===== src/rtl/mtlb_pkg.sv =====
package mtlb_pkg;
  localparam int VA_W   = 32;
  localparam int PA_W   = 29;
  localparam int PG_LSB = 10;
  localparam int VPN_W  = VA_W - PG_LSB;
  localparam int PPN_W  = PA_W - PG_LSB;
  localparam int ASID_W = 8;
  localparam int FLT_W  = 12;

  localparam logic [FLT_W-1:0] FLT_NONE   = 12'h000;
  localparam logic [FLT_W-1:0] FLT_MISS_R = 12'h040;
  localparam logic [FLT_W-1:0] FLT_MISS_W = 12'h060;
  localparam logic [FLT_W-1:0] FLT_INIT_W = 12'h080;
  localparam logic [FLT_W-1:0] FLT_PROT_R = 12'h0A0;
  localparam logic [FLT_W-1:0] FLT_PROT_W = 12'h0C0;
  localparam logic [FLT_W-1:0] FLT_MULTI  = 12'h140;

  typedef enum logic [1:0] {
    PG_1K   = 2'd0,
    PG_4K   = 2'd1,
    PG_64K  = 2'd2,
    PG_1M   = 2'd3
  } pg_size_e;

  typedef struct packed {
    logic              valid;
    logic              shared;
    logic              dirty;
    logic [1:0]        prot;
    logic [1:0]        size;
    logic [ASID_W-1:0] asid;
    logic [VPN_W-1:0]  vpn;
    logic [PPN_W-1:0]  ppn;
  } tlb_ent_t;

  // Bits of the page number kept by a page of the given size
  function automatic logic [VPN_W-1:0] vpn_keep(input logic [1:0] sz);
    logic [VPN_W-1:0] ones;
    ones = '1;
    case (pg_size_e'(sz))
      PG_1K:   vpn_keep = ones;
      PG_4K:   vpn_keep = ones << 2;
      PG_64K:  vpn_keep = ones << 6;
      default: vpn_keep = ones << 10;
    endcase
  endfunction

  // Offset mask within the page, over a full physical address
  function automatic logic [PA_W-1:0] pa_offset(input logic [1:0] sz);
    logic [PA_W-1:0] ones;
    ones = '1;
    case (pg_size_e'(sz))
      PG_1K:   pa_offset = ~(ones << 10);
      PG_4K:   pa_offset = ~(ones << 12);
      PG_64K:  pa_offset = ~(ones << 16);
      default: pa_offset = ~(ones << 20);
    endcase
  endfunction
endpackage


===== src/rtl/mtlb_store.sv =====
module mtlb_store
  import mtlb_pkg::*;
#(
  parameter int N_ENTRIES = 16,
  localparam int IDX_W = $clog2(N_ENTRIES)
) (
  input  logic             clk_i,
  input  logic             rst_ni,
  input  logic             wr_en_i,
  input  logic [IDX_W-1:0] wr_idx_i,
  input  tlb_ent_t         wr_ent_i,
  output tlb_ent_t         ent_o [N_ENTRIES]
);
  for (genvar g = 0; g < N_ENTRIES; g++) begin : g_ent
    always_ff @(posedge clk_i or negedge rst_ni) begin
      if (!rst_ni) begin
        ent_o[g] <= '0;
      end else if (wr_en_i && (wr_idx_i == IDX_W'(g))) begin
        ent_o[g] <= wr_ent_i;
      end
    end
  end
endmodule


===== src/rtl/mtlb_match.sv =====
module mtlb_match
  import mtlb_pkg::*;
#(
  parameter int N_ENTRIES = 16
) (
  input  tlb_ent_t          ent_i [N_ENTRIES],
  input  logic [VPN_W-1:0]  vpn_i,
  input  logic [ASID_W-1:0] asid_i,
  input  logic              use_asid_i,
  output logic [N_ENTRIES-1:0] hit_vec_o
);
  for (genvar g = 0; g < N_ENTRIES; g++) begin : g_cmp
    logic asid_ok;
    logic page_ok;
    assign asid_ok = !use_asid_i || ent_i[g].shared || (ent_i[g].asid == asid_i);
    assign page_ok = ((vpn_i ^ ent_i[g].vpn) & vpn_keep(ent_i[g].size)) == '0;
    assign hit_vec_o[g] = ent_i[g].valid && asid_ok && page_ok;
  end
endmodule


===== src/rtl/mtlb_resolve.sv =====
module mtlb_resolve
  import mtlb_pkg::*;
#(
  parameter int N_ENTRIES = 16
) (
  input  tlb_ent_t             ent_i [N_ENTRIES],
  input  logic [N_ENTRIES-1:0] hit_vec_i,
  input  logic [VA_W-1:0]      vaddr_i,
  input  logic                 write_i,
  input  logic                 fetch_i,
  input  logic                 priv_i,
  output logic [FLT_W-1:0]     fault_o,
  output logic [PA_W-1:0]      paddr_o
);
  localparam int ENT_W = $bits(tlb_ent_t);

  logic [ENT_W-1:0] sel_bits;
  tlb_ent_t         sel;
  logic             any_hit;
  logic             multi_hit;
  logic             eff_wr;
  logic [PA_W-1:0]  off_mask;
  logic [PA_W-1:0]  base;

  // Hit vector is one-hot when used, so an OR-mux picks the entry
  always_comb begin
    sel_bits = '0;
    for (int i = 0; i < N_ENTRIES; i++) begin
      if (hit_vec_i[i]) sel_bits = sel_bits | ENT_W'(ent_i[i]);
    end
  end
  assign sel = tlb_ent_t'(sel_bits);

  assign any_hit   = |hit_vec_i;
  assign multi_hit = $countones(hit_vec_i) > 1;
  assign eff_wr    = write_i && !fetch_i;
  assign off_mask  = pa_offset(sel.size);
  assign base      = {sel.ppn, {PG_LSB{1'b0}}};
  assign paddr_o   = (base & ~off_mask) | (vaddr_i[PA_W-1:0] & off_mask);

  always_comb begin
    if (multi_hit) begin
      fault_o = FLT_MULTI;
    end else if (!any_hit) begin
      fault_o = eff_wr ? FLT_MISS_W : FLT_MISS_R;
    end else if (fetch_i) begin
      fault_o = (!priv_i && !sel.prot[1]) ? FLT_PROT_R : FLT_NONE;
    end else if (!priv_i && !sel.prot[1]) begin
      fault_o = eff_wr ? FLT_PROT_W : FLT_PROT_R;
    end else if (eff_wr && !sel.prot[0]) begin
      fault_o = FLT_PROT_W;
    end else if (eff_wr && !sel.dirty) begin
      fault_o = FLT_INIT_W;
    end else begin
      fault_o = FLT_NONE;
    end
  end
endmodule


===== src/rtl/mtlb_lookup.sv =====
module mtlb_lookup
  import mtlb_pkg::*;
#(
  parameter int N_ENTRIES = 16,
  localparam int IDX_W = $clog2(N_ENTRIES)
) (
  input  logic              clk_i,
  input  logic              rst_ni,
  input  logic              wr_en_i,
  input  logic [IDX_W-1:0]  wr_idx_i,
  input  logic [21:0]       wr_vpn_i,
  input  logic [18:0]       wr_ppn_i,
  input  logic [1:0]        wr_size_i,
  input  logic [7:0]        wr_asid_i,
  input  logic              wr_valid_i,
  input  logic              wr_shared_i,
  input  logic              wr_dirty_i,
  input  logic [1:0]        wr_prot_i,
  input  logic              req_i,
  input  logic [31:0]       vaddr_i,
  input  logic              write_i,
  input  logic              fetch_i,
  input  logic [7:0]        asid_i,
  input  logic              priv_i,
  input  logic              single_virt_i,
  input  logic              xlate_en_i,
  output logic              rsp_valid_o,
  output logic              hit_o,
  output logic [11:0]       fault_o,
  output logic [28:0]       paddr_o
);
  tlb_ent_t             wr_ent;
  tlb_ent_t             ent [N_ENTRIES];
  logic [N_ENTRIES-1:0] hit_vec;
  logic [FLT_W-1:0]     tr_fault;
  logic [PA_W-1:0]      tr_paddr;
  logic                 use_asid;
  logic                 in_bypass;
  logic [FLT_W-1:0]     fault_d;
  logic [PA_W-1:0]      paddr_d;

  assign wr_ent = '{valid: wr_valid_i, shared: wr_shared_i, dirty: wr_dirty_i,
                    prot: wr_prot_i, size: wr_size_i, asid: wr_asid_i,
                    vpn: wr_vpn_i, ppn: wr_ppn_i};

  mtlb_store #(.N_ENTRIES(N_ENTRIES)) i_store (
    .clk_i    (clk_i),
    .rst_ni   (rst_ni),
    .wr_en_i  (wr_en_i),
    .wr_idx_i (wr_idx_i),
    .wr_ent_i (wr_ent),
    .ent_o    (ent)
  );

  assign use_asid = !priv_i && !single_virt_i;

  mtlb_match #(.N_ENTRIES(N_ENTRIES)) i_match (
    .ent_i      (ent),
    .vpn_i      (vaddr_i[VA_W-1:PG_LSB]),
    .asid_i     (asid_i),
    .use_asid_i (use_asid),
    .hit_vec_o  (hit_vec)
  );

  mtlb_resolve #(.N_ENTRIES(N_ENTRIES)) i_resolve (
    .ent_i     (ent),
    .hit_vec_i (hit_vec),
    .vaddr_i   (vaddr_i),
    .write_i   (write_i),
    .fetch_i   (fetch_i),
    .priv_i    (priv_i),
    .fault_o   (tr_fault),
    .paddr_o   (tr_paddr)
  );

  assign in_bypass = (vaddr_i[31:30] == 2'b10) || (vaddr_i[31:26] == 6'h3F);

  always_comb begin
    paddr_d = vaddr_i[PA_W-1:0];
    if (in_bypass) begin
      fault_d = priv_i ? FLT_NONE : ((write_i && !fetch_i) ? FLT_MISS_W : FLT_MISS_R);
    end else if (!xlate_en_i) begin
      fault_d = FLT_NONE;
    end else begin
      fault_d = tr_fault;
      paddr_d = tr_paddr;
    end
  end

  always_ff @(posedge clk_i or negedge rst_ni) begin
    if (!rst_ni) begin
      rsp_valid_o <= 1'b0;
      hit_o       <= 1'b0;
      fault_o     <= '0;
      paddr_o     <= '0;
    end else begin
      rsp_valid_o <= req_i;
      if (req_i) begin
        hit_o   <= (fault_d == FLT_NONE);
        fault_o <= fault_d;
        paddr_o <= (fault_d == FLT_NONE) ? paddr_d : '0;
      end
    end
  end
endmodule


===== config.mk =====
export PLATFORM = sky130hd
export DESIGN_NAME = mtlb_lookup
export DESIGN_NICKNAME = d
export VERILOG_FILES = /design/src/rtl/mtlb_pkg.sv /design/src/rtl/mtlb_store.sv /design/src/rtl/mtlb_match.sv /design/src/rtl/mtlb_resolve.sv /design/src/rtl/mtlb_lookup.sv
export SDC_FILE = /design/constraint.sdc
export NUM_CORES = 2
export LEC_CHECK = 0
export ABC_AREA = 1
export BUFFER_PORTS_ARGS = -buffer_cell sky130_fd_sc_hd__clkbuf_2
export CORE_ASPECT_RATIO = 1.5
export CORE_MARGIN = 10
export CORE_UTILIZATION = 35
export CTS_CLUSTER_DIAMETER = 60
export DETAILED_ROUTE_END_ITERATION = 6
export GPL_TIMING_DRIVEN = 0
export SYNTH_ARGS = -nofsm -noshare
export SYNTH_HDL_FRONTEND = slang
export SYNTH_SLANG_ARGS = --single-unit
export TNS_END_PERCENT = 100

===== constraint.sdc =====
create_clock -name clk_i -period 7.6 [get_ports clk_i]
set_clock_uncertainty 0.15 [all_clocks]
set_input_delay 0.76 -clock clk_i [delete_from_list [all_inputs] [get_ports clk_i]]
set_output_delay 0.76 -clock clk_i [all_outputs]
set_load 0.1 [all_outputs]

Yosys cells after proc, flatten, opt, wreduce, memory -nomap -nowiden --
Cells that the tools add are included.
Operators by class: add/subtract/negate cells 15, order comparisons 1, equal/unequal tests 67, multiplexer cells 48, bitwise logic cells 51, reduce and logical (&&, ||, !) cells 129
Operators by type and width (count):
- 2-to-1 mux 54 bit | 16
- bitwise OR 54 bit | 15
- one-hot mux 10 bit (3 select lines) | 16
- bitwise AND 22 bit | 16
- zero test 22 bit | 16
- XOR 22 bit | 16
- adder 32 bit | 7
- equality test 8 bit | 16
- 2-to-1 mux 12 bit | 8
- 2-to-1 mux 29 bit | 3
- one-hot mux 20 bit (3 select lines) | 1
- logical AND 1 bit | 53
- equality test 2 bit (second input constant) | 18
- equality test 2 x 1 -> 1 bit (second input constant) | 17
- zero test 2 bit | 17
- logical OR 1 bit | 33
- equality test 4 bit (second input constant) | 8
- > comparator 32 x 2 -> 1 bit (second input constant) | 1
- bitwise AND 29 x 20 -> 29 bit | 1
- bitwise AND 29 bit | 1
- inverter 20 -> 29 bit | 1
- bitwise OR 29 bit | 1
- adder 1 x 1 -> 2 bit | 8
- equality test 4 x 3 -> 1 bit (second input constant) | 4
- 10 further kinds | 18
Word-level totals: flip-flop bits (word level) 939, input port bits 109, output and inout bits 43, logic and storage cells 443

Depth between registers and ports, before layout --
depth in word-level cells 50, depth in mapped cells 36, gate-level depth less buffers 32

Modules after synthesis --
A second synthesis with hierarchy kept.
Unflattened totals: cell total of the unflattened synthesis 7352, area, all modules 51045.2 µm²
Modules (own cells, without submodules):
- mtlb_store | instances 1, cells each 4109, area an instance 35700.5 µm², sequential area each 22421.5 µm²
- mtlb_match | instances 1, cells each 2204, area an instance 9166.3 µm², sequential area each 0.0 µm²
- mtlb_resolve | instances 1, cells each 725, area an instance 3693.5 µm², sequential area each 0.0 µm²
- mtlb_lookup | instances 1, cells each 314, area an instance 2484.9 µm², sequential area each 1076.0 µm²

Worst setup path before layout --
No wires, ideal clock.
path type input to register, start point input vaddr_i[16], end point register paddr_o[0], setup time 0.120 ns, arrival time 5.897 ns, required time 7.330 ns, slack 1.433 ns, stages on the path 29, path buffers 4, cells stage by stage buf_4 -> buf_6 -> xor2_1 -> nor2_1 -> a21boi_0 -> nor2_2 -> nand2_2 -> clkbuf_1 -> inv_1 -> ha_1 -> fa_1 -> fa_1 -> fa_1 -> fa_1 -> ha_1 -> fa_1 -> nor3_1 -> o21ai_0 -> a21oi_1 -> inv_1 -> nor2_1 -> nand2_1 -> a21oi_1 -> nand2_1 -> nand2_1 -> nor2_4 -> buf_6 -> nand3_2 -> nand2_1
On the way: longest elaborated chain between the ends 47, elaborated cells on any way between the ends 129, classes of those cells add/sub (15); order compare (1); mux (26); bitwise (47); reduce/logical (40)
RTL lines:
- from (decl) | RTL line mtlb_lookup.sv:20 | input logic [31:0] vaddr_i,
- XOR 22 bit | RTL line mtlb_match.sv:16 | assign page_ok = ((vpn_i ^ ent_i[g].vpn) & vpn_keep(ent_i[g].size)) == '0;
- bitwise AND 22 bit | RTL line mtlb_match.sv:16
- zero test 22 bit | RTL line mtlb_match.sv:16
- logical AND 1 bit | RTL line mtlb_match.sv:17 | assign hit_vec_o[g] = ent_i[g].valid && asid_ok && page_ok;
- 2-to-1 mux 54 bit | RTL line mtlb_resolve.sv:29 | if (hit_vec_i[i]) sel_bits = sel_bits | ENT_W'(ent_i[i]);
- bitwise OR 54 bit | RTL line mtlb_resolve.sv:29
- 2-to-1 mux 54 bit | RTL line mtlb_resolve.sv:29
- bitwise OR 54 bit | RTL line mtlb_resolve.sv:29
- [... 31 more ...]
- 2-to-1 mux 12 bit | RTL line mtlb_resolve.sv:48 | end else if (!priv_i && !sel.prot[1]) begin
- 2-to-1 mux 12 bit | RTL line mtlb_resolve.sv:46 | end else if (fetch_i) begin
- 2-to-1 mux 12 bit | RTL line mtlb_resolve.sv:44 | end else if (!any_hit) begin
- 2-to-1 mux 12 bit * | RTL line mtlb_resolve.sv:42 | if (multi_hit) begin
- 2-to-1 mux 12 bit * | RTL line mtlb_lookup.sv:82 | end else if (!xlate_en_i) begin
- 2-to-1 mux 12 bit * | RTL line mtlb_lookup.sv:80 | if (in_bypass) begin
- zero test 12 bit * | RTL line mtlb_lookup.sv:101 | paddr_o <= (fault_d == FLT_NONE) ? paddr_d : '0;
- 2-to-1 mux 29 bit * | RTL line mtlb_lookup.sv:101
- to (signal assigned) | RTL line mtlb_lookup.sv:101
- to (decl) | RTL line mtlb_lookup.sv:30 | output logic [28:0] paddr_o
Mark *: on every way between the ends. The rest lies on a longest branch, timed or not. A chain may end at the register's enable or synchronous reset.

Worst setup path in the final report --
start point register i_store.ent_o[503] (netlist name), end point register paddr_o[7]
On the way: longest elaborated chain between the ends 31, elaborated cells on any way between the ends 42, classes of those cells add/sub (4); order compare (1); mux (19); bitwise (8); reduce/logical (10)
RTL lines:
- from (decl) | RTL line mtlb_store.sv:12 | output tlb_ent_t ent_o [N_ENTRIES]
- from (signal, indexed assignment) | RTL line mtlb_store.sv:19 | ent_o[g] <= wr_ent_i;
- logical AND 1 bit * (2 in a row) | RTL line mtlb_match.sv:17
- branches (longest 24 deep; another with adder 32 bit)
- 2-to-1 mux 12 bit * | RTL line mtlb_resolve.sv:42
- 2-to-1 mux 12 bit * | RTL line mtlb_lookup.sv:82
- 2-to-1 mux 12 bit * | RTL line mtlb_lookup.sv:80
- zero test 12 bit * | RTL line mtlb_lookup.sv:101
- 2-to-1 mux 29 bit * | RTL line mtlb_lookup.sv:101
Every way passes the cells marked *.

==> impl_metrics.yaml <==
synth:
  yosysTopAreaCell: "dfrtp_1"
  yosysSeqAreaShare_pct: 51.6
  syn_area_per_cell_um2: 7.99
  ys.flop_type: "dfrtp_1"
  async_flop_share_pct: 100
  synth-seq-cells: 931
  syn-cell-area_um2: 45200
  ys_types: 42
  synth-edff-count: 0
  yosys_warnings: 0
  synth_area_leaders: "dfrtp_1 (52%), nand2_1 (15%), o21ai_0 (9.8%)"
  synth_top_area_share_pct: 51.6
  syn-instance-count: 5655
clocking:
  cts_made_buffers: 95
  clk_latency_ns: 0.78
  root_buffer: "clkbuf_16"
  htreeDepth: 3
  cts.sinks: 931
  ctsLongestPathBuffers: 3
  path_clk_slew_ns: 0.06
  cts_tree: "yes"
sta:
  setup_viol: 0
  fmax_mhz: 134
  worstMarginPinSlew_ns: 1.56
  period_share_pct: 98.4
  relSlewSlack_pct: -4.20
  hold_ws_ns: 0.0550
  min_period_ns: 7.48
  finalHoldViolCount: 0
  timing.final.max_slew_violations: 54
layout:
  layout_commonest_cell: "nand2_1"
  nFillCells: 13300
  multi_input_area_um2: 18200
  regArea_um2: 23300
  areaGrowthSynthToFinish_pct: 14.1
  final_area_um2: 51500
  final_cells: 7670
  final_cell_mix: "nand2_1 (1,783), dfrtp_1 (931), o21ai_0 (880)"
  nNetsFinal: 6014
  drive_gt1_share_pct: 7.65
drt:
  vias_per_cell: 5.42
  wirelength_um: 211000
  ant_nets: 0
  drt-pass1-iter-count: 6
  drt_iter0_markers: 4971
  vias: 41600
  drc: 0
  wl_per_cell_um: 27.5
critical_path:
  critical_path_required_ns: 8.12
  crit_slowest_cell: "clkbuf_2"
  end_kind: "register"
  worstPathArrival_ns: 8.00
  path_class: "reg2reg"
  cp-start-kind: "register"
  worst_r2r_path_depth: 26
  cp.depth: 26
  crit_fanout: 10
  cp_num_buf_inv: 5
  slowest_delay_ns: 0.58
  cpMostUsedCell: "fa_1"
  crit_family: "adder cells"
global_routing:
  overflow: 0
  grtUsageTotal_pct: 28.7
  grt_pass1_wl_um: 297000
  antenna_found_initial: 24
  grt_pass1_vias: 40600
  grt_max_degree: 116
die:
  dieArea_um2: 144000
  die_h_um: 460
  coreArea_um2: 128000
  dieWidth_um: 313
  io_pins: 152
  initial_core_util_pct: 35.2
  rows: 161
pwr:
  finalPower_uw: 14500
  power_frac_seq_pct: 46.1
  p_clk_share_pct: 35.3
  power.internal_uw: 9850
  switchingPower_uw: 4660
  cellLeakagePower_uw: 0.0245
  p_per_area_nw_per_um2: 281
  p_sw_share_pct: 32.1
  peakVddDrop_uv: 193
  power_frac_comb_pct: 18.7
placed_design:
  dp_cells: 7485
  hpwl_um: 152000
  gp_congestion: 0.996
  io_buffers: 103
  place_area_um2: 48100
min_path:
  holdCritPathClass: "in2reg"
  hold_path_depth: 3
job:
  cap_violations: 5
status:
  violations: "max-capacitance violations, max-slew violations"
  status: "finished with violations"
## area by class of cell
cell class                      count  share of cell area, %
Antenna cell                       11                 0.0534
Buffer                            352                   3.35
Clock buffer                      139                   5.48
Clock inverter                     33                  0.949
Inverter                          528                   3.85
Multi-Input combinational cell   3848                   35.4
Sequential cell                   931                   45.2
Tap cell                         1711                   4.15
Timing Repair Buffer              117                   1.60
## repair_timing
item	CTS	global route
hold endpoints to repair	62	0
hold buffers	1	0
endpoints found under the setup margin	31	30
resized for setup	4	11
pin swaps	0	1
buffers inserted	0	4
cloned	0	0
## registers in the layout, summed over array words and instances (netlist names)
signal         flops
i_store.ent_o    896
fault_o            4
rsp_valid_o        1
hit_o              1
paddr_o           29
## path summary, 6_finish.rpt
check,startpoint,end,slack (ns)
min in group asynchronous,rst_ni,i_store.ent_o[814],0.44
max reg2reg,i_store.ent_o[503],paddr_o[7],0.12
max,i_store.ent_o[503],paddr_o[7],0.12
min reg2reg,paddr_o[6],paddr_o[6],0.33
min,vaddr_i[8],paddr_o[8],0.06
max in group asynchronous,rst_ni,i_store.ent_o[573],3.90
## through the flow
stage	worst slack [ns]	util (%)	TNS, ns
after global routing	-0.00173	40.1	-0.00173
after global placement	-18.19	37.3	-
after CTS	0.109	40.1	0
after floorplan	1.43	-	0
after detailed placement	-0.938	37.5	-28.86
final	0.124	40.2	0
## logic make-up (layout without fill, tap and decap cells)
| group | count (synthesis) | after routing | share of synthesized area [%] |
|---|---|---|---|
| flip-flops | 931 | 931 | 51.6 |
| other | 1 | 19 | 0.00830 |
| buffers and inverters | 883 | 1169 | 8.19 |
| XOR/XNOR | 223 | 223 | 4.32 |
| AND/OR/NAND/NOR | 2397 | 2397 | 21.0 |
| adder cells (fa/ha/maj) | 32 | 32 | 1.07 |
| AO/OA/AOI/OAI | 1188 | 1188 | 13.8 |
## routing by layer
| metal | vias up | track usage (%) | share of wire (%) |
|---|---|---|---|
| li1 | 18200 | - | - |
| met1 | 20400 | 32.9 | 36 |
| met2 | 2215 | 45.5 | 45 |
| met3 | 698 | 6.46 | 8.8 |
| met4 | 24 | 24.1 | 9.8 |
| met5 | - | 0 | 0.086 |
## synthesized netlist by cell type (10+ instances only)
| cell | number |
|---|---|
| nand2_1 | 1784 |
| dfrtp_1 | 931 |
| o21ai_0 | 880 |
| inv_1 | 506 |
| nor2_1 | 427 |
| clkbuf_1 | 250 |
| a21oi_1 | 174 |
| xnor2_1 | 130 |
| xor2_1 | 93 |
| nand3_1 | 89 |
| buf_4 | 51 |
| o22ai_1 | 42 |
| nand3_2 | 31 |
| buf_2 | 27 |
| a22o_1 | 26 |
| nand4_1 | 24 |
| buf_6 | 21 |
| ha_1 | 21 |
| inv_2 | 21 |
| a211oi_1 | 18 |
| o21ai_1 | 15 |
| o211ai_1 | 13 |
| fa_1 | 11 |
| nor2_2 | 11 |
| nor3_1 | 10 |
## worst register-to-register path, cell delays in order, from the launching register on
cell,delay [ns]
dfrtp_1,0.55
nand2_1,0.10
nor2_1,0.12
nand2_1,0.06
nor2_1,0.21
nand3_1,0.37
nor2_2,0.48
clkbuf_2,0.58
ha_1,0.25
inv_1,0.05
fa_1,0.47
fa_1,0.55
inv_1,0.06
fa_1,0.50
fa_1,0.41
ha_1,0.24
fa_1,0.49
nor3_1,0.14
o21ai_0,0.11
a21oi_1,0.16
inv_2,0.15
a21oi_1,0.43
nand2_1,0.17
nor2_4,0.23
buf_6,0.23
nand3_2,0.10
nand2_1,0.06
## power by group through the flow
stage | Clock (µW) | Combinational (µW) | Sequential, µW
after floorplan | 0 | 1730 | 6680
after detailed placement | 0 | 2660 | 6740
after global placement | 0 | 2580 | 6730
after global routing | 5330 | 3040 | 6780
after CTS | 5130 | 2680 | 6650
final | 5120 | 2710 | 6680
Note: power is estimated with default switching activity, not from simulation.
